==> src/rtl/kpad_port_pkg.sv <==
package kpad_port_pkg;

   // Register select, taken from byte-offset bits 2:1 of the bus address.
   typedef enum logic [1:0] {
      REG_DRV  = 2'd0,
      REG_STAT = 2'd1,
      REG_DIR  = 2'd2,
      REG_DATA = 2'd3
   } kp_reg_e;

endpackage

==> src/rtl/kpad_sync.sv <==
module kpad_sync #(
   parameter int W      = 16,
   parameter int STAGES = 2
) (
   input  logic         clk,
   input  logic         rst_n,
   input  logic [W-1:0] d,
   output logic [W-1:0] q
);

   logic [W-1:0] chain [STAGES];

   for (genvar s = 0; s < STAGES; s++) begin : g_stage
      if (s == 0) begin : g_first
         always_ff @(posedge clk or negedge rst_n) begin
            if (!rst_n) chain[0] <= '0;
            else        chain[0] <= d;
         end
      end else begin : g_next
         always_ff @(posedge clk or negedge rst_n) begin
            if (!rst_n) chain[s] <= '0;
            else        chain[s] <= chain[s-1];
         end
      end
   end

   assign q = chain[STAGES-1];

endmodule

==> src/rtl/kpad_regs.sv <==
module kpad_regs
   import kpad_port_pkg::*;
#(
   parameter int COL_W = 8,
   parameter int ROW_W = 8
) (
   input  logic                     clk,
   input  logic                     rst_n,
   input  logic [1:0]               sel_idx,
   input  logic                     wr,
   input  logic [COL_W+ROW_W-1:0]   wdata,
   input  logic [COL_W+ROW_W-1:0]   pin_lvl,
   output logic [COL_W+ROW_W-1:0]   rdata,
   output logic [COL_W-1:0]         drv_q,
   output logic [COL_W+ROW_W-1:0]   dir_q,
   output logic [COL_W+ROW_W-1:0]   dat_q
);

   localparam int PW = COL_W + ROW_W;

   kp_reg_e          sel;
   logic [PW-1:0]    stat_q;

   assign sel = kp_reg_e'(sel_idx);

   // Control state: comes out of reset with every pin listening.
   always_ff @(posedge clk or negedge rst_n) begin
      if (!rst_n) begin
         drv_q  <= '0;
         stat_q <= '0;
         dir_q  <= '0;
      end else if (wr) begin
         case (sel)
            REG_DRV:  drv_q  <= wdata[PW-1 -: COL_W];
            REG_STAT: stat_q <= wdata;
            REG_DIR:  dir_q  <= wdata;
            default:  ;
         endcase
      end
   end

   // Output latch has no defined reset value.
   always_ff @(posedge clk) begin
      if (wr && sel == REG_DATA) dat_q <= wdata;
   end

   always_comb begin
      case (sel)
         REG_DRV:  rdata = {drv_q, {ROW_W{1'b0}}};
         REG_STAT: rdata = stat_q;
         REG_DIR:  rdata = dir_q;
         default:  rdata = (dir_q & dat_q) | (~dir_q & pin_lvl);
      endcase
   end

endmodule

==> src/rtl/kpad_pad_drv.sv <==
module kpad_pad_drv #(
   parameter int COL_W = 8,
   parameter int ROW_W = 8
) (
   input  logic [COL_W-1:0]       drv,
   input  logic [COL_W+ROW_W-1:0] dir,
   input  logic [COL_W+ROW_W-1:0] dat,
   output logic [COL_W+ROW_W-1:0] o,
   output logic [COL_W+ROW_W-1:0] oe
);

   localparam int PW = COL_W + ROW_W;

   for (genvar i = 0; i < PW; i++) begin : g_pin
      if (i >= ROW_W) begin : g_col
         localparam int C = i - ROW_W;
         // Open-drain: drive only a low, release the pad for a one.
         assign oe[i] = dir[i] & ~(drv[C] & dat[i]);
         assign o[i]  = dir[i] & ~drv[C] & dat[i];
      end else begin : g_row
         assign oe[i] = dir[i];
         assign o[i]  = dir[i] & dat[i];
      end
   end

endmodule

==> src/rtl/kpad_port.sv <==
module kpad_port #(
   parameter int COL_W       = 8,
   parameter int ROW_W       = 8,
   parameter int SYNC_STAGES = 2
) (
   input  logic                   clk,
   input  logic                   rst_n,
   input  logic [2:1]             bus_addr,
   input  logic                   bus_wr,
   input  logic [COL_W+ROW_W-1:0] bus_wdata,
   output logic [COL_W+ROW_W-1:0] bus_rdata,
   input  logic [COL_W+ROW_W-1:0] pad_in,
   output logic [COL_W+ROW_W-1:0] pad_out,
   output logic [COL_W+ROW_W-1:0] pad_oe
);

   localparam int PW = COL_W + ROW_W;

   if (COL_W < 1 || ROW_W < 1) begin : g_bad_width
      $error("kpad_port: COL_W and ROW_W must both be at least 1");
   end
   if (SYNC_STAGES < 2) begin : g_bad_sync
      $error("kpad_port: SYNC_STAGES must be at least 2");
   end

   logic [PW-1:0]    pin_lvl;
   logic [COL_W-1:0] drv_q;
   logic [PW-1:0]    dir_q;
   logic [PW-1:0]    dat_q;

   kpad_sync #(.W(PW), .STAGES(SYNC_STAGES)) u_sync (
      .clk   (clk),
      .rst_n (rst_n),
      .d     (pad_in),
      .q     (pin_lvl)
   );

   kpad_regs #(.COL_W(COL_W), .ROW_W(ROW_W)) u_regs (
      .clk     (clk),
      .rst_n   (rst_n),
      .sel_idx (bus_addr),
      .wr      (bus_wr),
      .wdata   (bus_wdata),
      .pin_lvl (pin_lvl),
      .rdata   (bus_rdata),
      .drv_q   (drv_q),
      .dir_q   (dir_q),
      .dat_q   (dat_q)
   );

   kpad_pad_drv #(.COL_W(COL_W), .ROW_W(ROW_W)) u_drv (
      .drv (drv_q),
      .dir (dir_q),
      .dat (dat_q),
      .o   (pad_out),
      .oe  (pad_oe)
   );

endmodule

==> config.mk <==
export PLATFORM = sky130hd
export DESIGN_NAME = kpad_port
export DESIGN_NICKNAME = d
export VERILOG_FILES = /design/src/rtl/kpad_port_pkg.sv /design/src/rtl/kpad_sync.sv /design/src/rtl/kpad_regs.sv /design/src/rtl/kpad_pad_drv.sv /design/src/rtl/kpad_port.sv
export SDC_FILE = /design/constraint.sdc
export NUM_CORES = 1
export LEC_CHECK = 0
export ABC_AREA = 1
export BUFFER_PORTS_ARGS = -buffer_cell sky130_fd_sc_hd__buf_4
export CAP_MARGIN = 20
export CORE_MARGIN = 3
export CORE_UTILIZATION = 40
export DETAILED_ROUTE_END_ITERATION = 6
export HOLD_SLACK_MARGIN = 0.15
export SETUP_SLACK_MARGIN = 0.1
export SLEW_MARGIN = 20
export SYNTH_ARGS = -nofsm -noshare
export SYNTH_HDL_FRONTEND = slang
export SYNTH_SLANG_ARGS = --single-unit
==> constraint.sdc <==
create_clock -name clk -period 0.8 [get_ports clk]
set_clock_uncertainty 0.1 [all_clocks]
set_input_delay 0.04 -clock clk [delete_from_list [all_inputs] [get_ports clk]]
set_output_delay 0.04 -clock clk [all_outputs]
set_load 0.05 [all_outputs]
Yosys cells after proc, flatten, opt, wreduce, memory -nomap -nowiden --
Cells that the tools add are included.
Cells by class: reduce and logical (&&, ||, !) cells 5, bitwise gates (word level) 60, equal/unequal tests 3, muxes and demuxes 1
Operators by type and width (number):
- $pmux W16 S3 | 1
- $and A1 B1 Y1 | 40
- $and A16 B16 Y16 | 2
- $not A1 Y1 | 16
- $not A16 Y16 | 1
- $or A16 B16 Y16 | 1
- $reduce_and A2 Y1 | 3
- $eq A2 B2 Y1 const B | 2
- $eq A2 B1 Y1 const B | 1
- $logic_not A2 Y1 | 1
- $logic_and A1 B1 Y1 | 1
Word-level totals: register bits 88, bits of input ports 37, output and inout port bits 48

Logic depth before layout (Yosys ltp) --
depth in word-level cells 4, gate-level depth with buffers 6, gate-level depth less buffers 6

Cells and area by module --
A second synthesis with hierarchy kept.
Second synthesis, totals: cell total of the unflattened synthesis 432, area total of the unflattened synthesis 4100.2 um^2
Modules (own cells, without submodules):
- kpad_regs | seq. area each 1481.4 um^2, area each 2929.1 um^2, times used 1, cells each 328
- kpad_sync | seq. area each 800.8 um^2, area each 920.9 um^2, times used 1, cells each 48
- kpad_pad_drv | seq. area each 0.0 um^2, area each 250.2 um^2, times used 1, cells each 56

Worst setup path before layout --
Ideal clock, no wire load.
kind input port to flip-flop, start input port bus_addr[1] (netlist bit), end register u_regs.dat_q[0] (enable), setup slack -644 ps, data required time 311 ps, arrival time 955 ps, path buffers 1, cell stages on the path 3, cell sequence buf_6 > nand2_1 > nor2_1
Between the ends: word-level cells in the longest chain between the ends 2
Ends and longest elaborated chain:
- from (decl) | RTL line kpad_port.sv:8 | input logic [2:1] bus_addr,
- $eq A2 B2 Y1 | RTL line kpad_regs.sv:44 | if (wr && sel == REG_DATA) dat_q <= wdata;
- $logic_and A1 B1 Y1 | RTL line kpad_regs.sv:44
- to (signal assigned) | RTL line kpad_regs.sv:44
- to (decl) | RTL line kpad_regs.sv:16 | output logic [COL_W+ROW_W-1:0] dat_q
No other way between the ends. A chain may end at the register's enable or synchronous reset.

Worst setup path in the final report --
start register u_regs.dir_q[13], end output port pad_oe[13]
Between the ends: word-level cells in the longest chain between the ends 1
Ends and longest elaborated chain:
- from (decl) | RTL line kpad_regs.sv:15 | output logic [COL_W+ROW_W-1:0] dir_q,
- from (signal assigned) | RTL line kpad_regs.sv:36 | REG_DIR: dir_q <= wdata;
- $and A1 B1 Y1 | RTL line kpad_pad_drv.sv:18 | assign oe[i] = dir[i] & ~(drv[C] & dat[i]);
- to (decl) | RTL line kpad_port.sv:14 | output logic [COL_W+ROW_W-1:0] pad_oe
No other way between the ends.

==> results.md <==
- Commonest non-fill, non-tap cell in the layout: buf_6
- Max frequency: 0.6923 GHz
- Synth area leaders: dfrtp_1 46%, nand2_1 13%, edfxtp_1 12%, o21ai_2 9.0%, inv_1 5.5%
- First-pass DRT Iterations: 4
- Final Critical Period: 1.444 ns
- H-tree levels: 3
- Root Buffer: clkbuf_8
- Die ar.: 10990 um^2
- # fillers: 641
- RSZ-0062 raised after global routing: true
- Finished Layout Cells: 745
- Worst Slack Setup Final: -0.6444 ns
- DP Wirelength: 6508 um
- # hold bufs at CTS: 29
- Vias in the first global route: 3636
- Number of I/O port buffers: 84
- CP Max Fanout: 3
- First-pass GRT wire length: 17080 um
- Max Root-Sink Buffers: 2
- CP required: 0.66 ns
- Routed Antenna Nets: 0
- Clock sink total: 88
- Fin crit share: 180.6%
- Nets: 648
- Max-cap violations: 0
- Cell variety after synth: 16
- Tot Pwr: 14700 uW
- Endpoint type of the worst setup path: primary output
- Initial Utilization: 41.70%
- P_leak: 0.003319 uW
- Clock slew at reported path FFs: 0.09 ns
- Gr ovfl total: 0
- CP Class: flip-flop to primary output
- Synth warn: 0
- Tightest Pin Transition: 0.3311 ns
- CTS buffer count: 9
- Core Area: 9371 um^2
- Die Width: 104.8 um
- Num rows: 35
- ANT cells: 0
- Syn avg cell area: 9.577 um^2
- Drt initial violations: 73
- Commonest non-fill, non-tap cells in the layout: 86 x buf_6, 62 x nand2_2, 60 x buf_4
- DRC: 0
- Post-synth top area cell: dfrtp_1
- CP Launch Type: flip-flop
- Layout cells sized above 1: 67.69%
- Largest net degree at the start of global routing: 54
- Share of the synthesized area in the top cell type: 46.11%
- Routed Wire Length: 10200 um
- Number of synthesized register bits: 88
- Min-delay worst type: input pin to flip-flop
- Worst Path Arrival: 1.30 ns
- Io pins: 85
- Final setup viols: 78
- Syn Inst Count: 408
- Post-Syn Area: 3907 um^2
- Status: finished, violations left
- Area grow syn2layout: 81.36%
- CTS tree: yes
- Initial antenna violation count: 0
- Die Ht: 104.8 um
- Power Density: 2074 nW/um^2
- Synthesized net count: 445
- Total GRT Usage: 19.43%
- Vias per cell: 4.579
- Worst hold slack: -0.2338 ns
- Max-slew violation count: 0
- Hold Fails Final Rpt: 35
- Violated checks: hold timing, setup timing
- Clock latency on the worst-skew pair: 0.35 ns
- Post-synthesis sequential area ratio: 58.41%
- Via count: 3411
- Routed len/inst: 13.69 um
- Gpl congestion: 0.7908
- Final Util: 75.62%
- Placed Cells: 689
- VDD IR max: 1.281 mV
- Rel. slew slack: 77.93%
==> cells by family after synthesis <==
group / after synthesis / synth area share [%]
compound gates: 56 / 11.02
buf+inv: 80 / 10.76
flops: 88 / 58.41
simple gates: 184 / 19.82
==> worst paths after layout <==
path | cells after the start | start | end | slack (ns)
max reg2reg | 5 | u_regs.dir_q[2] | u_regs.dir_q[2] | -0.27
min in group asynchronous | 3 | rst_n | u_sync.chain[25] | 0.11
min | 1 | bus_wdata[7] | u_regs.dat_q[7] | -0.23
max | 5 | u_regs.dir_q[13] | pad_oe[13] | -0.64
min reg2reg | 0 | u_sync.chain[30] | u_sync.q[14] | 0.26
max in group asynchronous | 3 | rst_n | u_regs.dir_q[5] | 0.22
==> routing by layer <==
layer / part of all wire (%) / vias to the layer above / GRT usage (%)
li1: - / 1663 / -
met4: 1.2 / 0 / 5.436
met1: 42 / 1671 / 24.03
met3: 2.9 / 13 / 2.903
met2: 54 / 64 / 35.15
met5: 0 / - / 0
==> layout make-up <==
| type | count | area [um^2] | share of cell area (%) |
|---|---|---|---|
| clock buffers | 10 | 137.6 | 1.942 |
| clock inverters | 6 | 91.34 | 1.289 |
| inverters | 60 | 260.3 | 3.672 |
| multi-input cells | 240 | 1783 | 25.16 |
| flip-flops and latches | 88 | 2308 | 32.57 |
| well taps | 129 | 161.4 | 2.278 |
| repair buffers | 212 | 2345 | 33.09 |
==> where the power goes <==
part	total [uW]	internal [uW]	leakage [uW]	switching [uW]
clock	3480	1860	0.000117	1610
combinational	5770	2780	0.00221	3000
sequential	5450	5040	0.000993	410
==> Yosys cell counts <==
| cell type | count |
|---|---|
| nor2_1 | 25 |
| inv_2 | 3 |
| nand2_2 | 1 |
| nor2_8 | 2 |
| inv_1 | 57 |
| dfrtp_1 | 72 |
| nand3_1 | 16 |
| buf_4 | 8 |
| nand2_1 | 137 |
| buf_6 | 12 |
| o21ai_2 | 40 |
| nand3_4 | 1 |
| a21oi_1 | 8 |
| nand2_4 | 2 |
| o21ai_0 | 8 |
| edfxtp_1 | 16 |
==> state kept, by name, indices dropped and copies added, names as in the netlist <==
| signal | flops |
|---|---|
| u_sync.q | 16 |
| u_regs.drv_q | 8 |
| u_sync.chain | 16 |
| u_regs.stat_q | 16 |
| u_regs.dat_q | 16 |
| u_regs.dir_q | 16 |
==> worst max-delay path, stage by stage, from the launching register on <==
cell	delay (ns)
dfrtp_1	0.39
buf_6	0.12
inv_2	0.03
buf_4	0.13
a21oi_4	0.12
buf_6	0.17
==> per-stage QoR <==
step / area [um^2] / setup TNS [ns] / setup WS (ns)
finish: 7087 / -28.98 / -0.6444
global route: 7087 / -32.41 / -0.7250
detailed placement: 5690 / -26.17 / -0.3642
global placement: 5690 / -25.47 / -0.3600
floorplan: 4367 / -8.463 / -0.1607
CTS: 6849 / -29.65 / -0.6667
==> repair_timing <==
item | in CTS | in global routing
endpoints found under the hold margin | 157 | 50
pin swaps | 61 | 33
resized for setup | 165 | 98
endpoints found under the setup margin | 95 | 100
buffers inserted | 17 | 13
Power figures use the tool's default switching activity.
